==> src/rtl/cal_pkg.sv <==
package cal_pkg;

  localparam int NUM_FIELDS = 7;
  localparam int ADDR_W     = 3;

  localparam int F_SEC  = 0;
  localparam int F_MIN  = 1;
  localparam int F_HOUR = 2;
  localparam int F_DAY  = 3;
  localparam int F_WDAY = 4;
  localparam int F_MON  = 5;
  localparam int F_YEAR = 6;

  localparam logic [ADDR_W-1:0] CTRL_ADDR = 3'd7;

  // strobes from control to datapath
  typedef struct packed {
    logic [NUM_FIELDS-1:0] inc;
    logic [NUM_FIELDS-1:0] wrap;
    logic                  flipPm;
    logic                  flipCentury;
  } stepT;

  function automatic logic [7:0] bcdInc(input logic [7:0] v);
    logic [7:0] r;
    if (v[3:0] >= 4'd9) r = {v[7:4] + 4'd1, 4'd0};
    else                r = {v[7:4], v[3:0] + 4'd1};
    return r;
  endfunction

  function automatic logic [7:0] fieldMask(input int idx);
    logic [7:0] m;
    case (idx)
      F_SEC, F_MIN: m = 8'h7F;
      F_HOUR:       m = 8'h3F;
      F_DAY:        m = 8'h3F;
      F_WDAY:       m = 8'h07;
      F_MON:        m = 8'h1F;
      default:      m = 8'hFF;
    endcase
    return m;
  endfunction

  function automatic logic [7:0] resetValue(input int idx);
    return (idx == F_DAY || idx == F_MON) ? 8'h01 : 8'h00;
  endfunction

  // value taken on wrap for fields without special handling
  function automatic logic [7:0] wrapValue(input int idx);
    return (idx == F_DAY || idx == F_MON) ? 8'h01 : 8'h00;
  endfunction

  // (10*t + o) mod 4 == (2*t + o) mod 4
  function automatic logic isLeapYear(input logic [7:0] yearBcd);
    logic [4:0] s;
    s = {yearBcd[7:4], 1'b0} + {1'b0, yearBcd[3:0]};
    return (s[1:0] == 2'b00);
  endfunction

  function automatic logic [7:0] lastDay(input logic [7:0] monBcd, input logic [7:0] yearBcd);
    logic [7:0] d;
    case (monBcd)
      8'h02:                      d = isLeapYear(yearBcd) ? 8'h29 : 8'h28;
      8'h04, 8'h06, 8'h09, 8'h11: d = 8'h30;
      default:                    d = 8'h31;
    endcase
    return d;
  endfunction

endpackage

==> src/rtl/cal_ctrl.sv <==
module cal_ctrl
  import cal_pkg::*;
#(
  parameter int SUB_DIV = 4
) (
  input  logic                       clk,
  input  logic                       rst_n,
  input  logic                       tickIn,
  input  logic                       wrEn,
  input  logic [ADDR_W-1:0]          wrAddr,
  input  logic [NUM_FIELDS-1:0][7:0] fieldsQ,
  input  logic                       mode12Q,
  output logic                       secondStep,
  output stepT                       step
);

  localparam int PH_W = (SUB_DIV > 1) ? $clog2(SUB_DIV) : 1;
  localparam logic [PH_W-1:0] PH_LAST = PH_W'(SUB_DIV - 1);

  logic [PH_W-1:0] phaseQ;
  logic            acceptTick;
  logic            secWrite;

  assign acceptTick = tickIn && !wrEn;
  assign secWrite   = wrEn && (wrAddr == ADDR_W'(F_SEC));
  assign secondStep = acceptTick && (phaseQ == PH_LAST);

  always_ff @(posedge clk) begin
    if (!rst_n)          phaseQ <= '0;
    else if (secWrite)   phaseQ <= '0;
    else if (acceptTick) phaseQ <= (phaseQ == PH_LAST) ? '0 : phaseQ + 1'b1;
  end

  // field limit decode
  logic [7:0] hourQ;
  logic       secMax, minMax, hourMax24, hourIs12, hourIs11, pmQ;
  logic       dayMax, wdayMax, monMax, yearMax;
  logic       dayCarry;

  assign hourQ     = fieldsQ[F_HOUR];
  assign secMax    = fieldsQ[F_SEC]  == 8'h59;
  assign minMax    = fieldsQ[F_MIN]  == 8'h59;
  assign hourMax24 = hourQ[5:0]      == 6'h23;
  assign hourIs12  = hourQ[4:0]      == 5'h12;
  assign hourIs11  = hourQ[4:0]      == 5'h11;
  assign pmQ       = hourQ[5];
  assign dayMax    = fieldsQ[F_DAY]  == lastDay(fieldsQ[F_MON], fieldsQ[F_YEAR]);
  assign wdayMax   = fieldsQ[F_WDAY] == 8'h06;
  assign monMax    = fieldsQ[F_MON]  == 8'h12;
  assign yearMax   = fieldsQ[F_YEAR] == 8'h99;

  always_comb begin
    step = '0;
    step.inc[F_SEC]   = secondStep;
    step.wrap[F_SEC]  = secMax;
    step.inc[F_MIN]   = secondStep && secMax;
    step.wrap[F_MIN]  = minMax;
    step.inc[F_HOUR]  = step.inc[F_MIN] && minMax;
    step.wrap[F_HOUR] = mode12Q ? hourIs12 : hourMax24;
    step.flipPm       = step.inc[F_HOUR] && mode12Q && hourIs11;
    dayCarry          = step.inc[F_HOUR] && (mode12Q ? (hourIs11 && pmQ) : hourMax24);
    step.inc[F_DAY]   = dayCarry;
    step.wrap[F_DAY]  = dayMax;
    step.inc[F_WDAY]  = dayCarry;
    step.wrap[F_WDAY] = wdayMax;
    step.inc[F_MON]   = dayCarry && dayMax;
    step.wrap[F_MON]  = monMax;
    step.inc[F_YEAR]  = step.inc[F_MON] && monMax;
    step.wrap[F_YEAR] = yearMax;
    step.flipCentury  = step.inc[F_YEAR] && yearMax;
  end

endmodule

==> src/rtl/cal_datapath.sv <==
module cal_datapath
  import cal_pkg::*;
(
  input  logic                       clk,
  input  logic                       rst_n,
  input  stepT                       step,
  input  logic                       wrEn,
  input  logic [ADDR_W-1:0]          wrAddr,
  input  logic [7:0]                 wrData,
  output logic [NUM_FIELDS-1:0][7:0] fieldsQ,
  output logic                       mode12Q,
  output logic                       centuryQ
);

  for (genvar g = 0; g < NUM_FIELDS; g++) begin : gField
    logic fieldWr;
    assign fieldWr = wrEn && (wrAddr == ADDR_W'(g));

    if (g == F_HOUR) begin : gHour
      logic [7:0] digitsNext;
      assign digitsNext = bcdInc({3'b000, fieldsQ[g][4:0]});
      always_ff @(posedge clk) begin
        if (!rst_n)             fieldsQ[g] <= resetValue(g);
        else if (fieldWr)       fieldsQ[g] <= wrData & fieldMask(g);
        else if (step.inc[g]) begin
          if (mode12Q) begin
            if (step.wrap[g]) fieldsQ[g] <= {2'b00, fieldsQ[g][5], 5'h01};
            else              fieldsQ[g] <= {2'b00, fieldsQ[g][5] ^ step.flipPm, digitsNext[4:0]};
          end else begin
            fieldsQ[g] <= step.wrap[g] ? 8'h00 : bcdInc(fieldsQ[g]);
          end
        end
      end
    end else begin : gPlain
      always_ff @(posedge clk) begin
        if (!rst_n)           fieldsQ[g] <= resetValue(g);
        else if (fieldWr)     fieldsQ[g] <= wrData & fieldMask(g);
        else if (step.inc[g]) fieldsQ[g] <= step.wrap[g] ? wrapValue(g) : bcdInc(fieldsQ[g]);
      end
    end
  end

  logic ctrlWr;
  assign ctrlWr = wrEn && (wrAddr == CTRL_ADDR);

  always_ff @(posedge clk) begin
    if (!rst_n) begin
      mode12Q  <= 1'b0;
      centuryQ <= 1'b0;
    end else if (ctrlWr) begin
      mode12Q  <= wrData[0];
      centuryQ <= wrData[7];
    end else if (step.flipCentury) begin
      centuryQ <= ~centuryQ;
    end
  end

endmodule

==> src/rtl/bcd_calendar_counter.sv <==
module bcd_calendar_counter
  import cal_pkg::*;
#(
  parameter int SUB_DIV = 4
) (
  input  logic        clk,
  input  logic        rst_n,
  input  logic        tickIn,
  input  logic        wrEn,
  input  logic [2:0]  wrAddr,
  input  logic [7:0]  wrData,
  input  logic [2:0]  rdAddr,
  output logic [7:0]  rdData
);

  logic [NUM_FIELDS-1:0][7:0] fieldsQ;
  logic                       mode12Q;
  logic                       centuryQ;
  logic                       secondStep;
  stepT                       step;

  cal_ctrl #(.SUB_DIV(SUB_DIV)) ctrl_i (
    .clk        (clk),
    .rst_n      (rst_n),
    .tickIn     (tickIn),
    .wrEn       (wrEn),
    .wrAddr     (wrAddr),
    .fieldsQ    (fieldsQ),
    .mode12Q    (mode12Q),
    .secondStep (secondStep),
    .step       (step)
  );

  cal_datapath dp_i (
    .clk      (clk),
    .rst_n    (rst_n),
    .step     (step),
    .wrEn     (wrEn),
    .wrAddr   (wrAddr),
    .wrData   (wrData),
    .fieldsQ  (fieldsQ),
    .mode12Q  (mode12Q),
    .centuryQ (centuryQ)
  );

  always_comb begin
    rdData = {centuryQ, 6'b000000, mode12Q};
    for (int i = 0; i < NUM_FIELDS; i++) begin
      if (rdAddr == i[2:0]) rdData = fieldsQ[i];
    end
  end

endmodule

==> config.mk <==
export PLATFORM = sky130hd
export DESIGN_NAME = bcd_calendar_counter
export DESIGN_NICKNAME = d
export VERILOG_FILES = /design/src/rtl/cal_pkg.sv /design/src/rtl/cal_ctrl.sv /design/src/rtl/cal_datapath.sv /design/src/rtl/bcd_calendar_counter.sv
export SDC_FILE = /design/constraint.sdc
export NUM_CORES = 1
export LEC_CHECK = 0
export BUFFER_PORTS_ARGS = -buffer_cell sky130_fd_sc_hd__clkbuf_2
export CAP_MARGIN = 10
export CORE_MARGIN = 5
export CORE_UTILIZATION = 45
export DETAILED_ROUTE_END_ITERATION = 10
export PLACE_DENSITY_LB_ADDON = 0.05
export SLEW_MARGIN = 20
export SYNTH_ARGS = -nofsm -noshare
export SYNTH_HDL_FRONTEND = slang
export SYNTH_SLANG_ARGS = --single-unit
==> constraint.sdc <==
create_clock -name clk -period 3.75 [get_ports clk]
set_input_delay 0.1875 -clock clk [delete_from_list [all_inputs] [get_ports clk]]
set_output_delay 0.1875 -clock clk [all_outputs]
set_load 0.1 [all_outputs]
==> results of run 1 <==
-- state kept, by name, summed over array words and instances, names as in the netlist --
signal and count:
dp_i.mode12Q 1, ctrl_i.phaseQ 2, dp_i.fieldsQ 56, dp_i.centuryQ 1
-- power by group through the flow --
stage	sequential (mW)	combinational, mW	clock (mW)
after global routing	0.688	0.219	0.740
after CTS	0.685	0.198	0.718
after floorplan	0.687	0.141	0
after detailed placement	0.700	0.197	0
after global placement	0.699	0.195	0
final	0.686	0.200	0.705
-- path summary, 6_finish.rpt --
path | from | end | slack, ps
setup / recovery | dp_i.fieldsQ[42]$_SDFFE_PN0P_ | dp_i.centuryQ$_SDFFE_PN0P_ | 740
hold / removal | wrData[7] | dp_i.centuryQ$_SDFFE_PN0P_ | 180
setup reg to reg | dp_i.fieldsQ[42]$_SDFFE_PN0P_ | dp_i.centuryQ$_SDFFE_PN0P_ | 740
hold reg to reg | ctrl_i.phaseQ[1]$_SDFFE_PP0P_ | ctrl_i.phaseQ[1]$_SDFFE_PP0P_ | 510
-- routing by layer --
metal	global-route usage, %	vias up	share of wire (%)
li1	-	2197	-
met1	35.1	2141	47
met2	36.7	144	45
met3	3.32	14	6.4
met4	5.80	0	1.3
met5	0	-	0
-- cell type report --
cell class / instances / share of cell area [%]
Clock inverter: 3 / 1.37
Clock buffer: 12 / 3.30
Sequential cell: 60 / 24.0
Tap cell: 133 / 3.32
Timing Repair Buffer: 32 / 3.55
Inverter: 32 / 2.40
Multi-Input combinational cell: 475 / 62.1
-- logic make-up after synthesis --
| group | Yosys count | synth area share [%] |
|---|---|---|
| AO/OA/AOI/OAI | 142 | 20.3 |
| XOR/XNOR | 12 | 2.32 |
| adder cells (fa/ha/maj) | 39 | 10.8 |
| buffers and inverters | 54 | 4.70 |
| flip-flops | 60 | 26.5 |
| multiplexers | 22 | 6.61 |
| AND/OR/NAND/NOR | 260 | 28.8 |
-- cells in the final DEF (no fill, tap or decap), types with 7 or more instances in the layout --
cell type,n
nor2b_1,8
clkbuf_8,12
nand2b_1,10
nor4_1,8
nand2_1,70
nor2_1,67
dfxtp_1,60
inv_1,32
nand3_1,32
ha_1,39
clkbuf_2,25
o21ai_0,38
buf_4,7
nor3_1,16
nand4_1,13
a21oi_1,40
mux2i_1,15
-- worst register-to-register path, cell delays in order, from the launching register on --
cell	delay (ps)
dfxtp_1	400
or4_4	590
nor4b_2	300
a311oi_1	120
nor4_4	420
nand3_1	370
or3_1	450
a311oi_1	280
-- metrics by stage --
stage,cells,hold WS (ps)
after floorplan,589,304
after global placement,732,487
after detailed placement,732,506
after CTS,747,174
after global routing,747,207
final,747,183
==> qor.txt, run 1 <==
Status = completed
First-pass GRT wire length = 22.0 mm
Worst path max stage delay = 590 ps
Cell Area, Placed = 4780 um2
Routed vias/inst = 6.02
GP Congestion = 0.877
Multi-input gate area = 3110 um2
Synth-to-Final Area Change = 10.7%
Final Hold Viols = 0
Max stage delay cell, worst path = or4_4
Fraction of layout cells with a size suffix above 1 = 10.4%
DIE WIDTH = 110 um
Setup WS pre-CTS = 807 ps
Slew @ Worst Pin = 689 ps
Clk slew on worst S/H paths = 70 ps
Post-synth ARST share = 0%
Fin crit period = 3010 ps
Critical path buffer and inverter count = 0
WL final = 14.0 mm
Syn_area_per_cell = 7.68 um2
Sequential-to-total area share from yosys stat = 26.5%
CP Capture Type = flip-flop
Total negative slack = 0 ps
CTS tree = done
Flops & latches, synth = 60
EDFF count, synth = 0
Worst Reg2Reg Path Length in Cells = 7
Vias = 4496
Clock Tree Root = clkbuf_8
CP max FO = 11
Layout Utilization = 51.3%
Crit-path cells = or4_4, nor4b_2, a311oi_1, nor4_4, nand3_1, or3_1, a311oi_1
Ys flop type = dfxtp_1
Total track usage = 23.8%
Die area = 12200 um2
Synth top cells by count = nand2_1 (70), nor2_1 (67), dfxtp_1 (60)
CP Class = reg -> reg
Fillers = 989
CP delay by family, top = simple AND/OR/NAND/NOR gates
Register area = 1200 um2
Total Power = 1.59 mW
1st-iter DRT viols = 457
Post-synth net total = 646
HP Class = in -> reg
Area of the core = 9770 um2
Worst EP required = 4000 ps
Cell Area, Synth = 4520 um2
Post-DP HPWL = 10.3 mm
Initial Util = 46.3%
Final worst-path cycle share = 80.3%
# DRC = 0
Maximum VDD drop = 212 uV
Sw frac = 28.0%
Top post-synthesis cells by area = dfxtp_1 (27%), ha_1 (11%), nand2_1 (5.8%)
CTS max path bufs = 2
Pwr Density = 317 nW/um2
# clock sinks = 60
CP dominant cell by count = a311oi_1
Leak Pwr = 1.87 nW
Vias in the first global route = 4039
Syn Inst Count = 589
Synth area leader = dfxtp_1
Synth unique cells = 66
Port bufs = 25
Max-cap viol count = 0
Post-CTS Repair Setup Buffers = 0
Combinational power share = 12.6%
Initial antenna violation count = 0
Post-DR wirelength/cell = 18.7 um
RSZ-0062 raised after global routing = false
Io pins = 26
Worst endpoint data arrival time = 3260 ps
Clk_lat worst skew = 340 ps
Antenna-violating nets left = 0
H-tree levels = 3
Int Pwr = 1.15 mW
Largest net degree at the start of global routing = 32
Post_cts resized = 0
Clock power frac = 44.3%
Psw = 445 uW
GRT Residual Overflow = 0
DRT Pass-1 Iters = 4
Die height = 110 um
Setup-failing EPs final = 0
Relative slew margins = 53.9%
Count of hold-fix buffers inserted at cts = 0
Row count = 36
Max Slew Vio Count = 0
Final Cell Area = 5010 um2
Share of the synthesized area in the top cell type = 26.5%
Nets = 667
Antenna diodes = 0
Top-count cell post-synth = nand2_1
Peak Freq = 332 MHz
Yosys warns = 0
WHS Path Cells = 3
Sequential Power Share = 43.1%
Startpoint Class = flip-flop
Worst Skew = 10.5 ps
Number of buffers created by CTS = 9
Final worst slack = 739 ps
Crit path depth = 7
Power figures use the tool's default switching activity.
==> run 2, diff against run 1 <==
--- a/config.mk
+++ b/config.mk
@@ -5,6 +5,7 @@
 export SDC_FILE = /design/constraint.sdc
 export NUM_CORES = 1
 export LEC_CHECK = 0
+export ABC_AREA = 1
 export BUFFER_PORTS_ARGS = -buffer_cell sky130_fd_sc_hd__clkbuf_2
 export CAP_MARGIN = 10
 export CORE_MARGIN = 5
==> constraint.sdc (replaced) <==
create_clock -name clk -period 2.5 [get_ports clk]
set_input_delay 0.125 -clock clk [delete_from_list [all_inputs] [get_ports clk]]
set_output_delay 0.125 -clock clk [all_outputs]
set_load 0.1 [all_outputs]
==> run 2 against run 1 <==
Against the previous run: worst hold slack got worse by 120 ps; non-clock buffer count rose by 8; clock skew rose by 1.9 ps; critical path depth rose by 2; setup slack got worse by 530 ps; combinational power rose by 37%; clock power rose by 4.1%; final area rose by 3.9%; sequential cell count did not move; synthesized cell count rose by 18%; via count rose by 7.5%; largest cell class unchanged.
==> qor.txt, run 2 <==
Synth area leader = dfxtp_1
DRT Pass-1 Iters = 5 (+1)
Clock Tree Root = clkbuf_8
Worst endpoint data arrival time = 2160 ps (-1100 ps)
Area of the core = 10200 um2 (+4.2%)
HP Class = in -> reg
Maximum VDD drop = 189 uV (-11%)
Share of the synthesized area in the top cell type = 25.9% (-0.67 points)
Port bufs = 25 (unchanged)
Placed Cells = 855 (+17%)
Vias = 4833 (+7.5%)
CP max FO = 9 (-2)
Worst path max stage delay = 530 ps (-60 ps)
Flops & latches, synth = 60 (unchanged)
Hold WS = 66.6 ps (-116 ps)
Register with the most flip-flops = dp_i.fieldsQ
Largest net degree at the start of global routing = 22 (-31%)
Row count = 37 (+2.8%)
Worst EP required = 2380 ps (-1620 ps)
Synth-to-Final Area Change = 12.2%
Yosys warns = 0 (unchanged)
Crit-path cells = a21oi_1, o21ai_0, o21ai_0, o21ai_0, o21ai_0, o21ai_0, nand2_1, nand2_1, buf_4
Top Registers = dp_i.fieldsQ x56, ctrl_i.phaseQ x2
First-pass GRT wire length = 23.1 mm (+4.8%)
Final worst-path cycle share = 91.6%
Max stage delay cell, worst path = dfxtp_1
Nets = 791 (+19%)
# clock sinks = 60 (unchanged)
Minimum setup slack among reg-to-reg paths = 240 ps (-500 ps)
Count of hold-fix buffers inserted at cts = 0 (unchanged)
Antenna diodes = 0 (unchanged)
Setup-failing EPs final = 0 (unchanged)
RSZ-0062 raised after global routing = false
Post-DP HPWL = 11.3 mm (+9.6%)
CP dominant cell by count = o21ai_0
1st-iter DRT viols = 338 (-26%)
Number of buffers created by CTS = 9 (unchanged)
Max Slew Vio Count = 0 (unchanged)
Top post-synthesis cells by area = dfxtp_1 (26%), nand2_1 (11%), ha_1 (11%)
Crit path to = rdData[0]
Peak Freq = 437 MHz
GRT Residual Overflow = 0 (unchanged)
Total negative slack = 0 ps (unchanged)
# DRC = 0 (unchanged)
Antenna-violating nets left = 0 (unchanged)
Ys flop type = dfxtp_1
Fin crit period = 2290 ps
DIE WIDTH = 112 um (+1.2%)
Layout Utilization = 51.1% (-0.14 points)
Io pins = 26 (unchanged)
Total track usage = 23.3% (-0.57 points)
Worst Skew = 12.4 ps (+1.90 ps)
Status = completed
Vias in the first global route = 4457 (+10%)
Crit path launch = dp_i.mode12Q$_SDFFE_PN0P_
Fillers = 1064 (+7.6%)
Clk_lat worst skew = 350 ps (about the same)
Leak Pwr = 2.16 nW (+16%)
Slew @ Worst Pin = 692 ps (+3.37 ps)
Reg2reg start = dp_i.fieldsQ[40]$_SDFFE_PN1P_
GP Congestion = 0.918 (+4.6%)
Die area = 12400 um2 (+2.3%)
EDFF count, synth = 0 (unchanged)
Post-route insts no fill = 871 (+17%)
Sequential-to-total area share from yosys stat = 25.9% (-0.67 points)
WL final = 14.5 mm (+3.3%)
Startpoint Class = flip-flop
Max-cap viol count = 0 (unchanged)
Number of flip-flops in the largest register = 56 (unchanged)
CTS max path bufs = 2 (unchanged)
CP Capture Type = output pin
Initial antenna violation count = 0 (unchanged)
Pwr Density = 384 nW/um2 (+21%)
Initial Util = 45.6% (-0.72 points)
Synth unique cells = 51 (-23%)
Synth top cells by count = nand2_1 (140), inv_1 (94), nor2_1 (73)
Syn Inst Count = 693 (+18%)
Top-count cell post-synth = nand2_1
Total Power = 2.00 mW (+26%)
H-tree levels = 3 (unchanged)
Relative slew margins = 53.4% (-0.48 points)
Fraction of layout cells with a size suffix above 1 = 13.2% (+2.8 points)
CP Class = reg -> out
Die height = 112 um (+1.2%)
Final Hold Viols = 0 (unchanged)
Worst Reg2Reg Path Length in Cells = 17 (+10)
Post-DR wirelength/cell = 16.6 um (-11%)
Commonest non-fill, non-tap cells in the layout = nand2_1 (139), inv_1 (93), nor2_1 (73)
Critical R2R Capture = dp_i.fieldsQ[43]$_SDFFE_PN0P_
Syn_area_per_cell = 6.70 um2 (-13%)
Most common cell after layout, fill and taps aside = nand2_1
Post-synth ARST share = 0% (unchanged)
CTS tree = done
Clk slew on worst S/H paths = 60 ps (about the same)
Routed vias/inst = 5.55 (-7.8%)
Post-synth net total = 750 (+16%)
Cell Area, Synth = 4640 um2 (+2.6%)
-- run 2: cell count changes after synthesis, sizes merged, moves of 11 or more --
cell,delta
a21oi,+16
nand3,+12
o22ai,+20
inv,+74
nor2,+15
nand2,+75
clkbuf,-11
mux2i,-16
-- run 2: timing repair --
action	CTS	global route
hold endpoints to repair	0	0
resized for setup	0	7
setup buffers	0	4
setup endpoints to repair	0	16
-- run 2: layer usage --
layer  GRT usage, %  wire length (um)
met4           8.27               276
met3           2.28               759
met1           32.2              6830
met5              0                 0
met2           37.8              6600
-- run 2: worst max-delay path: cells and delay by family (launching register included) --
family	cells	cell delay, ps
AO/OA/AOI/OAI	6	850
buffers and inverters	1	280
flip-flops	1	530
AND/OR/NAND/NOR	2	150
-- run 2: area by class of cell --
type	count	area [um2]	share of cell area, %
multi-input combinational	516	3020	58.0
sequential	60	1200	23.1
inverter	107	402	7.71
timing repair buffer	40	270	5.19
tap	136	170	3.27
clock buffer	12	145	2.79
-- run 2: stage by stage --
step	instance area, um2	setup slack (ps)
finish	5210	210
CTS	5140	165
floorplan	4650	42.1
detailed placement	4990	173
global route	5210	20.7
global placement	4990	190
-- run 2: kinds of logic (layout without fill, tap and decap cells) --
| logic type | count (synthesis) | count (layout) | share of synthesized area (%) |
|---|---|---|---|
| AND/OR/NAND/NOR | 306 | 306 | 30.5 |
| AO/OA/AOI/OAI | 156 | 156 | 20.5 |
| buffers and inverters | 117 | 159 | 9.73 |
| flip-flops | 60 | 60 | 25.9 |
| adder cells (fa/ha/maj) | 39 | 39 | 10.5 |
| XOR/XNOR | 15 | 15 | 2.83 |
-- run 2: worst min path at each step --
stage,start,end,slack [ps],cells past startpoint
4_1_cts,wrData[2],dp_i.fieldsQ[10]$_SDFFE_PN0P_,60,3
5_1_grt,wrData[2],dp_i.fieldsQ[18]$_SDFFE_PN0P_,80,3
3_3_place_gp,wrData[2],dp_i.fieldsQ[18]$_SDFFE_PN0P_,420,3
2_1_floorplan,wrData[0],dp_i.fieldsQ[40]$_SDFFE_PN1P_,260,2
6_report,wrData[2],dp_i.fieldsQ[10]$_SDFFE_PN0P_,70,3
3_5_place_dp,wrData[2],dp_i.fieldsQ[10]$_SDFFE_PN0P_,430,3
-- run 2: where the power goes --
group,internal (mW),switching [mW]
combinational,0.0778,0.195
sequential,0.971,0.0232
clock,0.366,0.368
